File: config.mk
export PLATFORM = sky130hd
export DESIGN_NAME = hdx_link_ctrl
export DESIGN_NICKNAME = d
export VERILOG_FILES = /design/src/rtl/hdx_link_pkg.sv /design/src/rtl/hdx_delay_timer.sv /design/src/rtl/hdx_rx_capture.sv /design/src/rtl/hdx_link_ctrl.sv
export SDC_FILE = /design/constraint.sdc
export NUM_CORES = 1
export LEC_CHECK = 0
export CAP_MARGIN = 20
export CORE_UTILIZATION = 55
export CTS_BUF_LIST = sky130_fd_sc_hd__clkbuf_4
export DETAILED_ROUTE_END_ITERATION = 10
export GPL_TIMING_DRIVEN = 0
export HOLD_SLACK_MARGIN = 0.12
export MAX_ROUTING_LAYER = met4
export PLACE_DENSITY = 0.81
export RECOVER_POWER = 100
export SYNTH_ARGS = -nofsm -noshare
export SYNTH_HDL_FRONTEND = slang
export SYNTH_HIERARCHICAL = 1
export SYNTH_SLANG_ARGS = --single-unit
File: constraint.sdc
create_clock -name clk -period 4.15 [get_ports clk]
set_input_delay 0.415 -clock clk [delete_from_list [all_inputs] [get_ports clk]]
set_output_delay 0.415 -clock clk [all_outputs]
set_load 0.03 [all_outputs]
File: src/rtl/hdx_link_pkg.sv
package hdx_link_pkg;

  // Controller states. The four HS_* steps form the power-up handshake.
  typedef enum logic [2:0] {
    ST_HS_A,
    ST_HS_B,
    ST_HS_C,
    ST_HS_D,
    ST_IDLE,
    ST_TX,
    ST_RX,
    ST_HOLD
  } link_st_e;

endpackage

File: src/rtl/hdx_delay_timer.sv
module hdx_delay_timer #(
  parameter int          TW       = 16,
  parameter int unsigned RST_LOAD = 0
) (
  input  logic          clk,
  input  logic          rst_n,
  input  logic          arm_i,
  input  logic [TW-1:0] load_i,
  output logic          expired_o
);

  logic [TW-1:0] cnt_q;

  // A load of N-1 makes expired_o true before edge N after the arming edge.
  always_ff @(posedge clk or negedge rst_n) begin
    if (!rst_n)              cnt_q <= TW'(RST_LOAD);
    else if (arm_i)          cnt_q <= load_i;
    else if (cnt_q != '0)    cnt_q <= cnt_q - 1'b1;
  end

  assign expired_o = (cnt_q == '0);

  AST_TIMER_HOLDS_ZERO: assert property (@(posedge clk) disable iff (!rst_n)
    (expired_o && !arm_i) |=> expired_o);

endmodule

File: src/rtl/hdx_rx_capture.sv
module hdx_rx_capture #(
  parameter int DW        = 8,
  parameter int MAX_FRAME = 256,
  parameter int CNT_W     = $clog2(MAX_FRAME + 1),
  parameter int AW        = $clog2(MAX_FRAME)
) (
  input  logic             clk,
  input  logic             rst_n,
  input  logic             begin_i,
  input  logic             byte_i,
  input  logic             last_req_i,
  input  logic [DW-1:0]    data_i,
  output logic             full_o,
  output logic             wr_en_o,
  output logic [AW-1:0]    wr_addr_o,
  output logic [DW-1:0]    wr_data_o,
  output logic             done_o,
  output logic [DW-1:0]    type_o,
  output logic [CNT_W-1:0] len_o,
  output logic             ovf_o
);

  localparam logic [CNT_W-1:0] CNT_MAX = CNT_W'(MAX_FRAME);
  localparam logic [CNT_W-1:0] LEN_OVF = CNT_W'(MAX_FRAME - 2);

  // Count starts at 1 after the attention byte and saturates at MAX_FRAME.
  logic [CNT_W-1:0] rcnt_q;
  logic [CNT_W-1:0] rcnt_dec;
  logic [DW-1:0]    type_q;
  logic             first_byte;

  assign full_o     = (rcnt_q == CNT_MAX);
  assign rcnt_dec   = rcnt_q - 1'b1;
  assign first_byte = (rcnt_q == CNT_W'(1));

  always_ff @(posedge clk or negedge rst_n) begin
    if (!rst_n) begin
      rcnt_q    <= '0;
      type_q    <= '0;
      wr_en_o   <= 1'b0;
      wr_addr_o <= '0;
      wr_data_o <= '0;
      done_o    <= 1'b0;
      type_o    <= '0;
      len_o     <= '0;
      ovf_o     <= 1'b0;
    end else begin
      wr_en_o <= 1'b0;
      done_o  <= 1'b0;
      if (begin_i) begin
        rcnt_q <= CNT_W'(1);
      end else if (byte_i) begin
        wr_en_o   <= 1'b1;
        wr_addr_o <= rcnt_dec[AW-1:0];
        wr_data_o <= data_i;
        if (first_byte) type_q <= data_i;
        if (!full_o)    rcnt_q <= rcnt_q + 1'b1;
        if (last_req_i || full_o) begin
          done_o <= 1'b1;
          type_o <= first_byte ? data_i : type_q;
          len_o  <= full_o ? LEN_OVF : rcnt_dec;
          ovf_o  <= full_o;
        end
      end
    end
  end

  AST_NO_OVERFLOW: assert property (@(posedge clk) disable iff (!rst_n)
    rcnt_q <= CNT_MAX);
  AST_OVF_LEN: assert property (@(posedge clk) disable iff (!rst_n)
    (done_o && ovf_o) |-> (len_o == LEN_OVF));
  AST_DONE_WITH_WRITE: assert property (@(posedge clk) disable iff (!rst_n)
    done_o |-> wr_en_o);

endmodule

File: src/rtl/hdx_link_ctrl.sv
module hdx_link_ctrl #(
  parameter int DW         = 8,
  parameter int MAX_FRAME  = 256,
  parameter int CYC_PER_US = 100,
  parameter int SHORT_US   = 150,
  parameter int LONG_US    = 1500,
  parameter int CNT_W      = $clog2(MAX_FRAME + 1),
  parameter int AW         = $clog2(MAX_FRAME)
) (
  input  logic             clk,
  input  logic             rst_n,
  input  logic             tx_start_i,
  input  logic [CNT_W-1:0] tx_len_i,
  output logic [AW-1:0]    tx_rd_addr_o,
  input  logic [DW-1:0]    tx_rd_data_i,
  input  logic             req_n_i,
  output logic             tip_n_o,
  output logic             ack_o,
  output logic             sr_dir_out_o,
  output logic             sr_load_o,
  output logic [DW-1:0]    sr_wdata_o,
  input  logic [DW-1:0]    sr_rdata_i,
  input  logic             sr_done_i,
  output logic             rx_wr_en_o,
  output logic [AW-1:0]    rx_wr_addr_o,
  output logic [DW-1:0]    rx_wr_data_o,
  output logic             frame_done_o,
  output logic [DW-1:0]    frame_type_o,
  output logic [CNT_W-1:0] frame_len_o,
  output logic             frame_ovf_o,
  output logic             busy_o
);
  import hdx_link_pkg::*;

  localparam int unsigned SHORT_CYC = SHORT_US * CYC_PER_US;
  localparam int unsigned LONG_CYC  = LONG_US * CYC_PER_US;
  localparam int          TW        = $clog2(LONG_CYC + 1);
  localparam logic [TW-1:0] SHORT_LOAD = TW'(SHORT_CYC - 1);
  localparam logic [TW-1:0] LONG_LOAD  = TW'(LONG_CYC - 1);

  link_st_e         st_q, st_d;
  logic             tip_q, tip_d, ack_q, ack_d, dir_q, dir_d;
  logic             load_q, load_d;
  logic [DW-1:0]    wdat_q, wdat_d;
  logic             pend_q, pend_d;
  logic [CNT_W-1:0] scnt_q, scnt_d, len_q, len_d, scnt_inc;
  logic             tmr_arm, tmr_exp;
  logic [TW-1:0]    tmr_load;
  logic             rx_begin, rx_byte, rx_full;
  logic             accept, start_tx, in_hs;

  hdx_delay_timer #(.TW(TW), .RST_LOAD(SHORT_CYC - 1)) u_timer (
    .clk       (clk),
    .rst_n     (rst_n),
    .arm_i     (tmr_arm),
    .load_i    (tmr_load),
    .expired_o (tmr_exp)
  );

  hdx_rx_capture #(.DW(DW), .MAX_FRAME(MAX_FRAME), .CNT_W(CNT_W), .AW(AW)) u_rx (
    .clk        (clk),
    .rst_n      (rst_n),
    .begin_i    (rx_begin),
    .byte_i     (rx_byte),
    .last_req_i (req_n_i),
    .data_i     (sr_rdata_i),
    .full_o     (rx_full),
    .wr_en_o    (rx_wr_en_o),
    .wr_addr_o  (rx_wr_addr_o),
    .wr_data_o  (rx_wr_data_o),
    .done_o     (frame_done_o),
    .type_o     (frame_type_o),
    .len_o      (frame_len_o),
    .ovf_o      (frame_ovf_o)
  );

  assign scnt_inc     = scnt_q + 1'b1;
  assign busy_o       = (st_q != ST_IDLE) || pend_q;
  assign accept       = tx_start_i && !busy_o;
  assign tx_rd_addr_o = (st_q == ST_TX) ? scnt_inc[AW-1:0] : '0;
  assign in_hs        = (st_q == ST_HS_A) || (st_q == ST_HS_B) ||
                        (st_q == ST_HS_C) || (st_q == ST_HS_D);

  always_comb begin
    st_d     = st_q;
    tip_d    = tip_q;
    ack_d    = ack_q;
    dir_d    = dir_q;
    load_d   = 1'b0;
    wdat_d   = wdat_q;
    pend_d   = pend_q;
    scnt_d   = scnt_q;
    len_d    = len_q;
    tmr_arm  = 1'b0;
    tmr_load = SHORT_LOAD;
    rx_begin = 1'b0;
    rx_byte  = 1'b0;
    start_tx = 1'b0;

    if (accept) begin
      pend_d = 1'b1;
      len_d  = tx_len_i;
    end

    unique case (st_q)
      ST_HS_A: if (tmr_exp) begin tip_d = 1'b0;   tmr_arm = 1'b1; st_d = ST_HS_B; end
      ST_HS_B: if (tmr_exp) begin ack_d = ~ack_q; tmr_arm = 1'b1; st_d = ST_HS_C; end
      ST_HS_C: if (tmr_exp) begin tip_d = 1'b1;   tmr_arm = 1'b1; st_d = ST_HS_D; end
      ST_HS_D: if (tmr_exp) begin ack_d = 1'b1;   tip_d = 1'b1;   st_d = ST_IDLE; end
      ST_IDLE: begin
        if (sr_done_i) begin
          if (req_n_i) begin
            if (pend_q) begin
              tmr_arm = 1'b1;
              st_d    = ST_HOLD;
            end
          end else begin
            tip_d    = 1'b0;
            dir_d    = 1'b0;
            rx_begin = 1'b1;
            st_d     = ST_RX;
          end
        end else if (pend_q && req_n_i) begin
          start_tx = 1'b1;
        end
      end
      ST_TX: begin
        if (sr_done_i) begin
          if (!req_n_i) begin
            dir_d    = 1'b0;
            ack_d    = 1'b1;
            tip_d    = 1'b0;
            scnt_d   = '0;
            rx_begin = 1'b1;
            st_d     = ST_RX;
          end else if (scnt_inc == len_q) begin
            pend_d = 1'b0;
            dir_d  = 1'b0;
            tip_d  = 1'b1;
            ack_d  = 1'b1;
            scnt_d = '0;
            st_d   = ST_IDLE;
          end else begin
            scnt_d = scnt_inc;
            load_d = 1'b1;
            wdat_d = tx_rd_data_i;
            ack_d  = ~ack_q;
          end
        end
      end
      ST_RX: begin
        if (sr_done_i) begin
          rx_byte = 1'b1;
          if (req_n_i || rx_full) begin
            tip_d = 1'b1;
            ack_d = 1'b1;
            if (pend_q) begin
              tmr_arm  = 1'b1;
              tmr_load = LONG_LOAD;
              st_d     = ST_HOLD;
            end else begin
              st_d = ST_IDLE;
            end
          end else begin
            ack_d = ~ack_q;
          end
        end
      end
      ST_HOLD: begin
        if (tmr_exp) begin
          if (req_n_i) start_tx = 1'b1;
          else         st_d     = ST_IDLE;
        end
      end
      default: st_d = ST_IDLE;
    endcase

    if (start_tx) begin
      st_d   = ST_TX;
      dir_d  = 1'b1;
      load_d = 1'b1;
      wdat_d = tx_rd_data_i;
      ack_d  = 1'b1;
      tip_d  = 1'b0;
      scnt_d = '0;
    end
  end

  always_ff @(posedge clk or negedge rst_n) begin
    if (!rst_n) begin
      st_q   <= ST_HS_A;
      tip_q  <= 1'b1;
      ack_q  <= 1'b1;
      dir_q  <= 1'b0;
      load_q <= 1'b0;
      wdat_q <= '0;
      pend_q <= 1'b0;
      scnt_q <= '0;
      len_q  <= '0;
    end else begin
      st_q   <= st_d;
      tip_q  <= tip_d;
      ack_q  <= ack_d;
      dir_q  <= dir_d;
      load_q <= load_d;
      wdat_q <= wdat_d;
      pend_q <= pend_d;
      scnt_q <= scnt_d;
      len_q  <= len_d;
    end
  end

  assign tip_n_o      = tip_q;
  assign ack_o        = ack_q;
  assign sr_dir_out_o = dir_q;
  assign sr_load_o    = load_q;
  assign sr_wdata_o   = wdat_q;

  AST_IDLE_LINES: assert property (@(posedge clk) disable iff (!rst_n)
    (st_q == ST_IDLE) |-> (tip_n_o && ack_o && !sr_dir_out_o));
  AST_HS_QUIET: assert property (@(posedge clk) disable iff (!rst_n)
    in_hs |-> (!sr_load_o && !sr_dir_out_o && busy_o));
  AST_TX_START: assert property (@(posedge clk) disable iff (!rst_n)
    $rose(sr_dir_out_o) |-> (!tip_n_o && ack_o && sr_load_o));
  AST_LOAD_DIR: assert property (@(posedge clk) disable iff (!rst_n)
    sr_load_o |-> sr_dir_out_o);
  AST_COLLIDE: assert property (@(posedge clk) disable iff (!rst_n)
    (st_q == ST_TX && sr_done_i && !req_n_i) |=>
      (st_q == ST_RX && !tip_n_o && ack_o && !sr_dir_out_o && pend_q));
  AST_RX_DIR_IN: assert property (@(posedge clk) disable iff (!rst_n)
    rx_wr_en_o |-> !sr_dir_out_o);

endmodule

# Word-level counts from Yosys, hierarchy flattened
# Cells that the tools add are included.
# word_totals
regBits	105
input_bits	30
output_inout_bits	57
elab_cells	175
# classes
add_sub_neg	4
eq_ne	27
muxes	95
bitwise_logic	2
n_reduce_logical	28
# op_table
op	n
18-bit two-way mux	6
9-bit two-way mux	9
8-bit two-way mux	7
1-bit two-way mux	51
3-bit two-way mux	15
3-bit inequality test, second input constant	12
3-bit case mux with 8 select lines	1
9-bit by 1-bit adder with 9-bit output, second input constant	2
18-bit logical NOT	1
18-bit nonzero test	1
18-bit by 1-bit subtractor with 18-bit output, second input constant	1
3-bit == test, second input constant	4
12-bit AND reduction	1
5-bit AND reduction	2
2-bit nonzero test	5
9-bit by 1-bit == test with 1-bit output, second input constant	1
9-bit == test	1
9-bit == test, second input constant	1
9-bit AND reduction	1
9-bit by 1-bit subtractor with 9-bit output, second input constant	1
3-bit by 2-bit == test with 1-bit output, second input constant	2
2-bit AND reduction	3
6-bit nonzero test	1
1-bit case mux with 5 select lines	1
other kinds (20)	26

# Depth between registers and ports, before layout
# Gate-level depths: netlist of the first run.
# logic_depth
ltp_word	9
mapped_depth	12
ltp_nobuf	10

# Cells and area by module
# The synthesis of the first run kept the hierarchy.
# by_module_without_submodules
module	n_inst	cells_each	area_each_um2	seq_area_each_um2
hdx_link_ctrl	1	292	2457.4	853.3
hdx_rx_capture	1	205	2406.1	1326.3
hdx_delay_timer	1	127	1152.4	461.7

# Least setup slack after synthesis of the first run
# No wires, ideal clock.
# synth_timing
path_type	register -> register
from	reg u_timer.cnt_q[16]
to	reg u_timer.cnt_q[8]
setup_ps	79
arrival_ps	2896
required_time_ps	4071
slack_ps	1174
stages_incl_launch_ff	12
n_path_buf	3
synth_period_minus_slack_ps	2976
cell_sequence	dfrtp_1 > nor4_1 > nand4_1 > nor2_2 > nand2b_1 > o31a_1 > o22ai_1 > clkbuf_1 > clkbuf_1 > clkbuf_1 > a21oi_1 > a2bb2oi_1
# synth_between
elab_chain_len	4
elab_cells_between_ends	6
classes_between	mux (3); reduce/logical (3)
# synth_rtl
element	line_no	text
start: declaration	hdx_delay_timer.sv:12	logic [TW-1:0] cnt_q;
start signal: assignment	hdx_delay_timer.sv:16	if (!rst_n) cnt_q <= TW'(RST_LOAD);
start signal: assignment	hdx_delay_timer.sv:17	else if (arm_i) cnt_q <= load_i;
start signal: assignment	hdx_delay_timer.sv:18	else if (cnt_q != '0) cnt_q <= cnt_q - 1'b1;
18-bit logical NOT (*)	hdx_delay_timer.sv:21	assign expired_o = (cnt_q == '0);
net tmr_exp	hdx_link_ctrl.sv:47	logic tmr_arm, tmr_exp;
1-bit two-way mux (*)	hdx_link_ctrl.sv:106, hdx_link_ctrl.sv:107, hdx_link_ctrl.sv:108	
1-bit case mux with 3 select lines (*)	hdx_link_ctrl.sv:105	unique case (st_q)
net tmr_arm	hdx_link_ctrl.sv:47	
18-bit two-way mux or 2-bit nonzero test (tied branches)	--	
# The timed path passes the listed nets; every way through them passes the cells marked *.
# A chain may end at the register's enable or synchronous reset.

# Worst setup path in the final report of the first run
# layout_timing
from	reg u_timer.cnt_q[4]
to	reg u_timer.cnt_q[8]
# Same word-level chain as after synthesis.

==> flow_summary.yaml, run 1 <==
outcome:
  status: "finished, violations left"
  violations: "max-capacitance violations, max-slew violations"
cts:
  clkLatencyLatePin_ps: 460
  htree_num_levels: 3
  clock-root-buffer: "clkbuf_4"
  cts.sinks: 105
  clkTransAtPathRegs_ps: 160
  cts_tree: "built"
  numCtsBuffers: 9
  clk_path_buf_depth: 2
floorplanning:
  boundaryPins: 87
  dieWidth_um: 106.6
  rows: 37
  coreArea_sq_mm: 0.01046
  die_h_um: 106.6
  start_util_pct: 57.50
  die_area_sq_mm: 0.01136
yosys:
  yosysUniqueCellTypes: 76
  synth_area_sq_mm: 0.006016
  netlist_instances: 624
  synthTopCellsByArea: "dfrtp_1 39%, nand2_1 5.5%, mux2_2 4.9%"
  synth_flop_cell: "dfrtp_1"
  synth_seq_cells: 105
  synth_edf_count: 0
  ys_warn_count: 6
  synth_area_per_cell_sq_um: 9.641
  synth_top_area_share_pct: 39.10
  yosysSeqAreaShare_pct: 43.91
  synthArstFlopShare_pct: 100.0
  yosysTopAreaCell: "dfrtp_1"
pwr:
  total_power_mw: 1.919
  vdd_drop_max_v: 0.0001621
  powerDensity_mw_per_mm2: 267.1
  power.leakage_nw: 3.202
detailed_routing:
  wire_per_inst_um: 16.91
  drc: 0
  routed_wl_um: 14690
  drt-vias-per-instance: 6.099
  first_iter_violations: 536
  ant_nets: 0
  firstDrtPassIters: 6
  route.vias.total: 5300
layout:
  fill_cells: 860
  area_delta_synth_final_pct: 19.43
  final_layout_size_suffix_gt1_share_pct: 10.78
  layout_common_cells: "94 x dfrtp_1, 88 x nand2_1, 58 x dlygate4sd3_1, 33 x nor2_1, 33 x o21ai_0"
  insertedDiodeCount: 0
  nNetsFinal: 764
  fin_cells: 869
  final_common_cell: "dfrtp_1"
worst_setup_path:
  crit_end: "u_timer/cnt_q[8]"
  crit_slowest_cell: "nor3_2"
  path_cells: "nor3_2 -> nand3_1 -> nor2_4 -> nand2b_1 -> o31a_1 -> o22ai_1 -> clkbuf_1 -> clkbuf_1 -> clkbuf_1 -> a21oi_1 -> a2bb2oi_1"
  worst_setup_path_end_kind: "flip-flop"
  reg2regPathDepth: 11
  rrSetupSlack_ps: 540
  worstPathArrival_ps: 4010
  start_kind: "flip-flop"
  critPathMaxStageDelay_ps: 460
  critPathRequiredTime_ps: 4550
  worst-setup-path-type: "flip-flop to flip-flop"
  path_common_cell: "clkbuf_1"
  critPathLaunch: "u_timer/cnt_q[4]"
  cp_max_fo: 15
  r2r-start: "u_timer/cnt_q[4]"
  reg2reg_to: "u_timer/cnt_q[8]"
job:
  max-cap-violations: 1
global_routing:
  antenna_found_initial: 0
  globalRouteTotalUtil_pct: 28.45
  grt_pass1_wl_um: 25360
  grt_max_degree: 71
  grt-ovfl-total: 0
  grt_pass1_vias: 5276
min_path:
  hp-class: "flip-flop to flip-flop"
timing:
  clock_skew_ps: 8.184
  finalSetupViolCount: 0
  tightest_slew_ps: 2168
  drv_slew: 36
  hold_viol_final: 0
  min_period_over_period_pct: 87.01
  maxSlewHeadroom_pct: -44.55
  period_minus_slack_ps: 3611
  hold_slack_ps: 494.8
  max_clock_freq_mhz: 276.9
  grt_setup_unrepaired: "false"
place:
  dp_hpwl_um: 10580
  gp_congestion: 0.8504
  portBuffers: 85
  dp.cells: 852
## metrics by stage
stage / setup TNS, ps / worst slack, ps / cell area (sq um) / utilization (%)
after floorplan: 0 / 1174 / 6038 / -
after global placement: -122350 / -1306 / 7059 / 67.47
after detailed placement: 0 / 302.5 / 7084 / 67.71
after CTS: 0 / 265.1 / 7236 / 69.16
after global routing: 0 / 185.9 / 7184 / 68.67
final: 0 / 539.1 / 7184 / 68.67
## what timing repair did
action / in CTS / in global routing
resized for setup: 0 / 2
hold endpoints to repair: 26 / 0
setup endpoints to repair: 0 / 15
hold buffers: 1 / 0
setup buffers: 0 / 0
## Yosys cell counts, drive strengths merged (3+ instances only)
master   count
nor4         8
and3         7
nand2b       9
o21ai       33
nor2        35
xnor2       17
dfrtp       94
inv         24
a2bb2oi      8
dfstp       11
or4          9
clkbuf      27
o22ai        4
o31ai       14
nand4b       3
mux2        34
nand4        7
a21oi       21
o311ai       6
a222oi       8
nor3        13
buf         12
mux2i        4
nor2b        5
nand3       25
or3          7
nand2       88
ha           6
xor2        16
o211ai      10
nand3b       3
and2        11
## cell type report
type / count / area (sq um) / share of cell area [%]
clock buffers: 10 / 75.07 / 1.045
well taps: 136 / 170.2 / 2.369
multi-input cells: 460 / 3080 / 42.88
flip-flops and latches: 105 / 2641 / 36.76
plain buffers: 39 / 171.4 / 2.386
inverters: 26 / 97.59 / 1.358
clock inverters: 6 / 66.31 / 0.9230
repair buffers: 87 / 882.1 / 12.28
## kinds of logic (layout without fill, tap and decap cells)
family,count (synthesis),in the layout,synth area share [%]
other,2,8,0.1248
and+or+nand+nor,239,239,21.09
adders and majority gates,6,6,1.248
buffers and inverters,65,168,4.763
muxes,38,38,7.529
AOI/OAI and AO/OA,135,135,16.14
xor gates and xnor gates,34,34,5.200
DFF,105,105,43.91
## worst max-delay path, delay by kind of cell (launching register included)
kind	cells	cell delay, ps
buffers and inverters	3	1110
AOI/OAI and AO/OA	4	510
DFF	1	420
and+or+nand+nor	4	1490
## report_power, final
part	leakage [nW]	switching, mW	internal (mW)
Sequential	1.39	0.0605	1.09
Combinational	1.74	0.126	0.104
Clock	0.0759	0.345	0.193
Total	3.20	0.532	1.39
## registers in the layout, indices dropped and copies added (netlist names), 3 cells and up
name	flops
u_rx/wr_data_o	8
u_rx/type_q	8
u_rx/len_o	9
scnt_q	9
u_rx/wr_addr_o	8
len_q	9
u_timer/cnt_q	18
u_rx/rcnt_q	9
u_rx/type_o	8
sr_wdata_o	8
st_q	3
## how the worst min path moves through the flow
| stage | from | to | slack [ps] | cells past startpoint |
|---|---|---|---|---|
| 2_1_floorplan | rst_n | len_q[0] | 120 | 0 |
| 3_3_place_gp | u_rx/wr_data_o[1] | u_rx/wr_data_o[1] | 460 | 2 |
| 3_5_place_dp | rst_n | u_timer/cnt_q[6] | 420 | 1 |
| 4_1_cts | rst_n | u_timer/cnt_q[8] | 440 | 2 |
| 5_1_grt | sr_rdata_i[1] | u_rx/wr_data_o[1] | 510 | 3 |
| 6_report | u_rx/wr_data_o[1] | u_rx/wr_data_o[1] | 490 | 2 |
## routing by layer
layer,vias up,track usage [%],part of all wire (%)
li1,2463,-,-
met1,2606,37.32,44
met2,210,45.48,49
met3,21,5.167,6.5
met4,0,8.121,1.1
met5,-,-,0
Power figures use the tool's default switching activity.
==> run 2: changes to the inputs <==
--- a/config.mk
+++ b/config.mk
@@ -7,13 +7,14 @@
 export LEC_CHECK = 0
 export CAP_MARGIN = 20
 export CORE_UTILIZATION = 55
-export CTS_BUF_LIST = sky130_fd_sc_hd__clkbuf_4
+export CTS_BUF_LIST = sky130_fd_sc_hd__clkbuf_4 sky130_fd_sc_hd__clkbuf_8
 export DETAILED_ROUTE_END_ITERATION = 10
 export GPL_TIMING_DRIVEN = 0
 export HOLD_SLACK_MARGIN = 0.12
 export MAX_ROUTING_LAYER = met4
 export PLACE_DENSITY = 0.81
 export RECOVER_POWER = 100
+export SKIP_CTS_REPAIR_TIMING = 1
 export SYNTH_ARGS = -nofsm -noshare
 export SYNTH_HDL_FRONTEND = slang
 export SYNTH_HIERARCHICAL = 1
==> run 2 against run 1 <==
The run still ends with max-capacitance violations, max-slew violations left. Cell count did not move. Routed wire length up 0.72%. Combinational power hardly changed. Largest cell class unchanged. Highest routed layer unchanged.
==> flow_summary.yaml, run 2 (synthesized netlist as in run 1, its figures left out) <==
outcome:
  status: "finished, violations left"
  violations: "max-capacitance violations, max-slew violations"
detailed_routing:
  first_iter_violations: 542
  route.vias.total: 5286
  routed_wl_um: 14800
  drt-vias-per-instance: 6.083
  wire_per_inst_um: 17.03
  drc: 0
  firstDrtPassIters: 6
  ant_nets: 0
worst_setup_path:
  reg2reg_to: "u_timer/cnt_q[8]"
  critPathMaxStageDelay_ps: 830
  crit_cells: 9
  critPathTopFamily: "buffers and inverters"
  rrSetupSlack_ps: 580
  start_kind: "input port"
  reg2regPathDepth: 11
  r2r-start: "u_timer/cnt_q[4]"
  worst_setup_path_end_kind: "flip-flop"
  path_common_cell: "clkbuf_1"
  critPathBufInv: 5
  crit_slowest_cell: "a21oi_1"
  worst-setup-path-type: "input port to flip-flop"
  worstPathArrival_ps: 3980
  path_cells: "dlygate4sd3_1 -> clkbuf_1 -> and3b_1 -> clkbuf_1 -> nand2b_1 -> clkbuf_1 -> a21oi_1 -> clkbuf_1 -> a2bb2oi_1"
  cp_max_fo: 10
  critPathRequiredTime_ps: 4450
min_path:
  holdPathEnd: "u_rx/wr_data_o[1]"
  hp-class: "flip-flop to flip-flop"
  min_path_cells: 2
  min-delay-start: "u_rx/wr_data_o[1]"
floorplanning:
  coreArea_sq_mm: 0.01046
  dieWidth_um: 106.6
  rows: 37
  die_area_sq_mm: 0.01136
  die_h_um: 106.6
  boundaryPins: 87
  start_util_pct: 57.50
pwr:
  vdd_drop_max_v: 0.0002064
  power.leakage_nw: 3.232
  powerDensity_mw_per_mm2: 282.5
timing:
  tightest_slew_ps: 2142
  period_minus_slack_ps: 3682
  maxSlewHeadroom_pct: -42.79
  clock_skew_ps: 7.538
  max_clock_freq_mhz: 271.6
  finalSetupViolCount: 0
  layout_setup_ws_ps: 468.1
  hold_viol_final: 0
  grt_setup_unrepaired: "false"
  fin_setup_tns_ps: 0
  drv_slew: 36
  min_period_over_period_pct: 88.72
layout:
  seqCellArea_sq_mm: 0.002641
  final_layout_size_suffix_gt1_share_pct: 10.91
  area_delta_synth_final_pct: 20.53
  multiInputGateArea_sq_mm: 0.003080
  nNetsFinal: 764
  largest_register_ff_count: 18
  regMostFlops: "u_timer/cnt_q"
  final_common_cell: "dfrtp_1"
  fin_cells: 869
  layout_common_cells: "94 x dfrtp_1, 88 x nand2_1, 59 x dlygate4sd3_1, 33 x nor2_1, 33 x o21ai_0"
  fill_cells: 857
  insertedDiodeCount: 0
cts:
  clkLatencyLatePin_ps: 380
  cts_tree: "built"
  numCtsBuffers: 9
  clkTransAtPathRegs_ps: 100
  clk_path_buf_depth: 2
  cts.sinks: 105
  htree_num_levels: 3
  clock-root-buffer: "clkbuf_8"
job:
  max-cap-violations: 1
place:
  gp_congestion: 0.8504
  dp.cells: 852
  dp_hpwl_um: 10580
  dp_slack_ps: 302.5
  portBuffers: 85
global_routing:
  antenna_found_initial: 0
  grt-ovfl-total: 0
  grt_pass1_wl_um: 25410
  grt_pass1_vias: 5288
  globalRouteTotalUtil_pct: 28.60
  grt_max_degree: 71
[run 2: worst min-delay path: cells and delay by family (launching register included)]
family	cells	cell delay, ps
DFF	1	350
and+or+nand+nor	2	110
[run 2: cell type report]
| cell class | count | share of cell area, % |
|---|---|---|
| flip-flops and latches | 105 | 36.43 |
| plain buffers | 39 | 2.364 |
| multi-input cells | 460 | 42.48 |
| clock inverters | 5 | 0.8628 |
| inverters | 26 | 1.346 |
| repair buffers | 87 | 12.17 |
| clock buffers | 11 | 2.002 |
| well taps | 136 | 2.347 |
[run 2: how the worst max path moves through the flow]
stage                      start                 to  slack (ps)
3_5_place_dp   u_timer/cnt_q[16]   u_timer/cnt_q[8]         300
6_report                 req_n_i      u_rx/len_o[7]         470
5_1_grt        u_timer/cnt_q[16]  u_timer/cnt_q[11]         190
3_3_place_gp               rst_n           len_q[2]       -1310
2_1_floorplan  u_timer/cnt_q[16]   u_timer/cnt_q[8]        1170
4_1_cts        u_timer/cnt_q[16]   u_timer/cnt_q[8]         270
[run 2: power by group]
group	leakage (nW)	switching, mW	internal [mW]
Clock	0.105	0.363	0.307
Combinational	1.74	0.125	0.103
Sequential	1.39	0.0608	1.09
[run 2: routing by layer]
layer	global-route usage (%)	vias to the layer above	routed length (um)	part of all wire [%]
met2	45.62	212	7149	48
met3	6.261	28	1009	6.8
met1	37.12	2587	6396	43
met4	7.632	0	245	1.7
met5	-	-	0	0
li1	-	2459	-	-
[run 2: stage by stage]
stage | utilization [%] | hold slack, ps | power (mW) | instance area (sq um)
floorplan | - | 119.4 | 1.292 | 6038
global placement | 67.47 | 458.8 | 1.375 | 7059
detailed placement | 67.71 | 420.7 | 1.395 | 7084
CTS | 69.70 | -1.300 | 2.062 | 7292
global route | 69.30 | 506.0 | 2.142 | 7251
finish | 69.30 | 482.6 | 2.048 | 7251
==> run 3: changes to the inputs <==
--- a/config.mk
+++ b/config.mk
@@ -8,11 +8,12 @@
 export CAP_MARGIN = 20
 export CORE_UTILIZATION = 55
 export CTS_BUF_LIST = sky130_fd_sc_hd__clkbuf_4 sky130_fd_sc_hd__clkbuf_8
+export CTS_CLUSTER_SIZE = 12
 export DETAILED_ROUTE_END_ITERATION = 10
 export GPL_TIMING_DRIVEN = 0
 export HOLD_SLACK_MARGIN = 0.12
 export MAX_ROUTING_LAYER = met4
-export PLACE_DENSITY = 0.81
+export PLACE_DENSITY = 0.89
 export RECOVER_POWER = 100
 export SKIP_CTS_REPAIR_TIMING = 1
 export SYNTH_ARGS = -nofsm -noshare
==> run 3 against run 2 <==
The run still ends with max-capacitance violations, max-slew violations left. First-iteration DRC count fell by 19%. Sequential share of layout area barely moved. Die area unchanged. Combinational power is 2% lower. Core utilization barely moved. Sequential cell count did not move. Clock skew increased by 4.3 ps. Highest routed layer unchanged.
==> flow_summary.yaml, run 3 (synthesized netlist as in run 1, its figures left out) <==
global_routing:
  grt_pass1_wl_um: 25640
  antenna_found_initial: 0
  grt_max_degree: 60
  globalRouteTotalUtil_pct: 29.07
  grt-ovfl-total: 0
  grt_pass1_vias: 5364
worst_setup_path:
  r2r-start: "u_timer/cnt_q[16]"
  worst_setup_path_end_kind: "flip-flop"
  reg2regPathDepth: 11
  critPathLaunch: "u_timer/cnt_q[16]"
  critPathRequiredTime_ps: 4460
  cp_max_fo: 15
  start_kind: "flip-flop"
  worst-setup-path-type: "flip-flop to flip-flop"
  reg2reg_to: "u_timer/cnt_q[8]"
  worstPathArrival_ps: 4100
  crit_end: "u_timer/cnt_q[8]"
  rrSetupSlack_ps: 350
detailed_routing:
  firstDrtPassIters: 6
  drt-vias-per-instance: 6.177
  ant_nets: 0
  first_iter_violations: 437
  route.vias.total: 5368
  wire_per_inst_um: 17.53
  drc: 0
  routed_wl_um: 15240
layout:
  insertedDiodeCount: 0
  nNetsFinal: 764
  largest_register_ff_count: 18
  fin_cells: 869
  layout_common_cells: "94 x dfrtp_1, 88 x nand2_1, 59 x dlygate4sd3_1, 33 x nor2_1, 33 x o21ai_0"
  regMostFlops: "u_timer/cnt_q"
  final_layout_size_suffix_gt1_share_pct: 10.78
  area_delta_synth_final_pct: 20.45
  final_area_sq_mm: 0.007246
  final_common_cell: "dfrtp_1"
  fin_util_pct: 69.25
floorplanning:
  die_area_sq_mm: 0.01136
  dieWidth_um: 106.6
  start_util_pct: 57.50
  boundaryPins: 87
  rows: 37
  die_h_um: 106.6
  coreArea_sq_mm: 0.01046
timing:
  clock_skew_ps: 11.82
  hold_slack_ps: 482.3
  min_period_over_period_pct: 91.53
  maxSlewHeadroom_pct: -67.47
  grt_setup_unrepaired: "false"
  drv_slew: 48
  period_minus_slack_ps: 3798
  finalSetupViolCount: 0
  max_clock_freq_mhz: 263.3
  tightest_slew_ps: 2512
  layout_setup_ws_ps: 351.6
  fin_setup_tns_ps: 0
  hold_viol_final: 0
cts:
  htree_num_levels: 3
  clk_path_buf_depth: 2
  cts.sinks: 105
  numCtsBuffers: 9
  cts_tree: "built"
  clkTransAtPathRegs_ps: 100
  clock-root-buffer: "clkbuf_8"
  clkLatencyLatePin_ps: 380
outcome:
  status: "finished, violations left"
  violations: "max-capacitance violations, max-slew violations"
pwr:
  power.leakage_nw: 3.229
  powerDensity_mw_per_mm2: 289.1
  vdd_drop_max_v: 0.0001994
  total_power_mw: 2.095
place:
  portBuffers: 85
  gp_congestion: 0.8673
  dp_slack_ps: 375.9
  dp.cells: 852
  postPlaceCellArea_sq_mm: 0.007084
  dp_hpwl_um: 10810
job:
  max-cap-violations: 1
min_path:
  hp-class: "flip-flop to flip-flop"
==> run 3: changes by cell type in the layout (fill, tap and decap cells not counted), sizes merged <==
cell,delta
bufinv,+1
buf,-1
==> run 3: how the worst min path moves through the flow <==
stage | to | cells past startpoint | from
floorplan | len_q[0] | 0 | rst_n
global placement | u_rx/wr_data_o[2] | 2 | u_rx/wr_data_o[2]
global route | u_rx/wr_data_o[3] | 2 | u_rx/wr_data_o[3]
finish | u_rx/wr_data_o[4] | 2 | u_rx/wr_data_o[4]
detailed placement | u_rx/wr_data_o[4] | 2 | u_rx/wr_data_o[4]
CTS | u_timer/cnt_q[8] | 1 | rst_n
==> run 3: metal layers <==
layer / track usage, % / share of wire [%] / wire [um]
met3: 5.046 / 7.2 / 1091
met4: 9.883 / 2.1 / 317
met2: 46.59 / 49 / 7472
met1: 37.57 / 42 / 6353
met5: - / 0 / 0
==> run 3: cell type report <==
cell class	instances	area (sq um)
timing repair buffer	87	862.1
multi-input combinational	460	3075
clock inverter	6	90.09
sequential	105	2641
fill	813	3217
clock buffer	10	137.6
buffer	39	171.4
tap	136	170.2
inverter	26	97.59
==> run 3: power by group <==
group	leakage (nW)	internal, mW	switching, mW
Sequential	1.39	1.09	0.0584
Clock	0.113	0.359	0.366
Combinational	1.73	0.101	0.122
Total	3.23	1.55	0.546
==> run 3: critical path: stages (launching register included) <==
cell,delay [ps]
dfrtp_1,430
nor4_1,590
nand4_1,450
nor2_4,440
nand2b_1,170
o31a_1,140
o22ai_1,170
clkbuf_1,280
clkbuf_1,370
clkbuf_1,410
a21oi_1,80
a2bb2oi_1,170
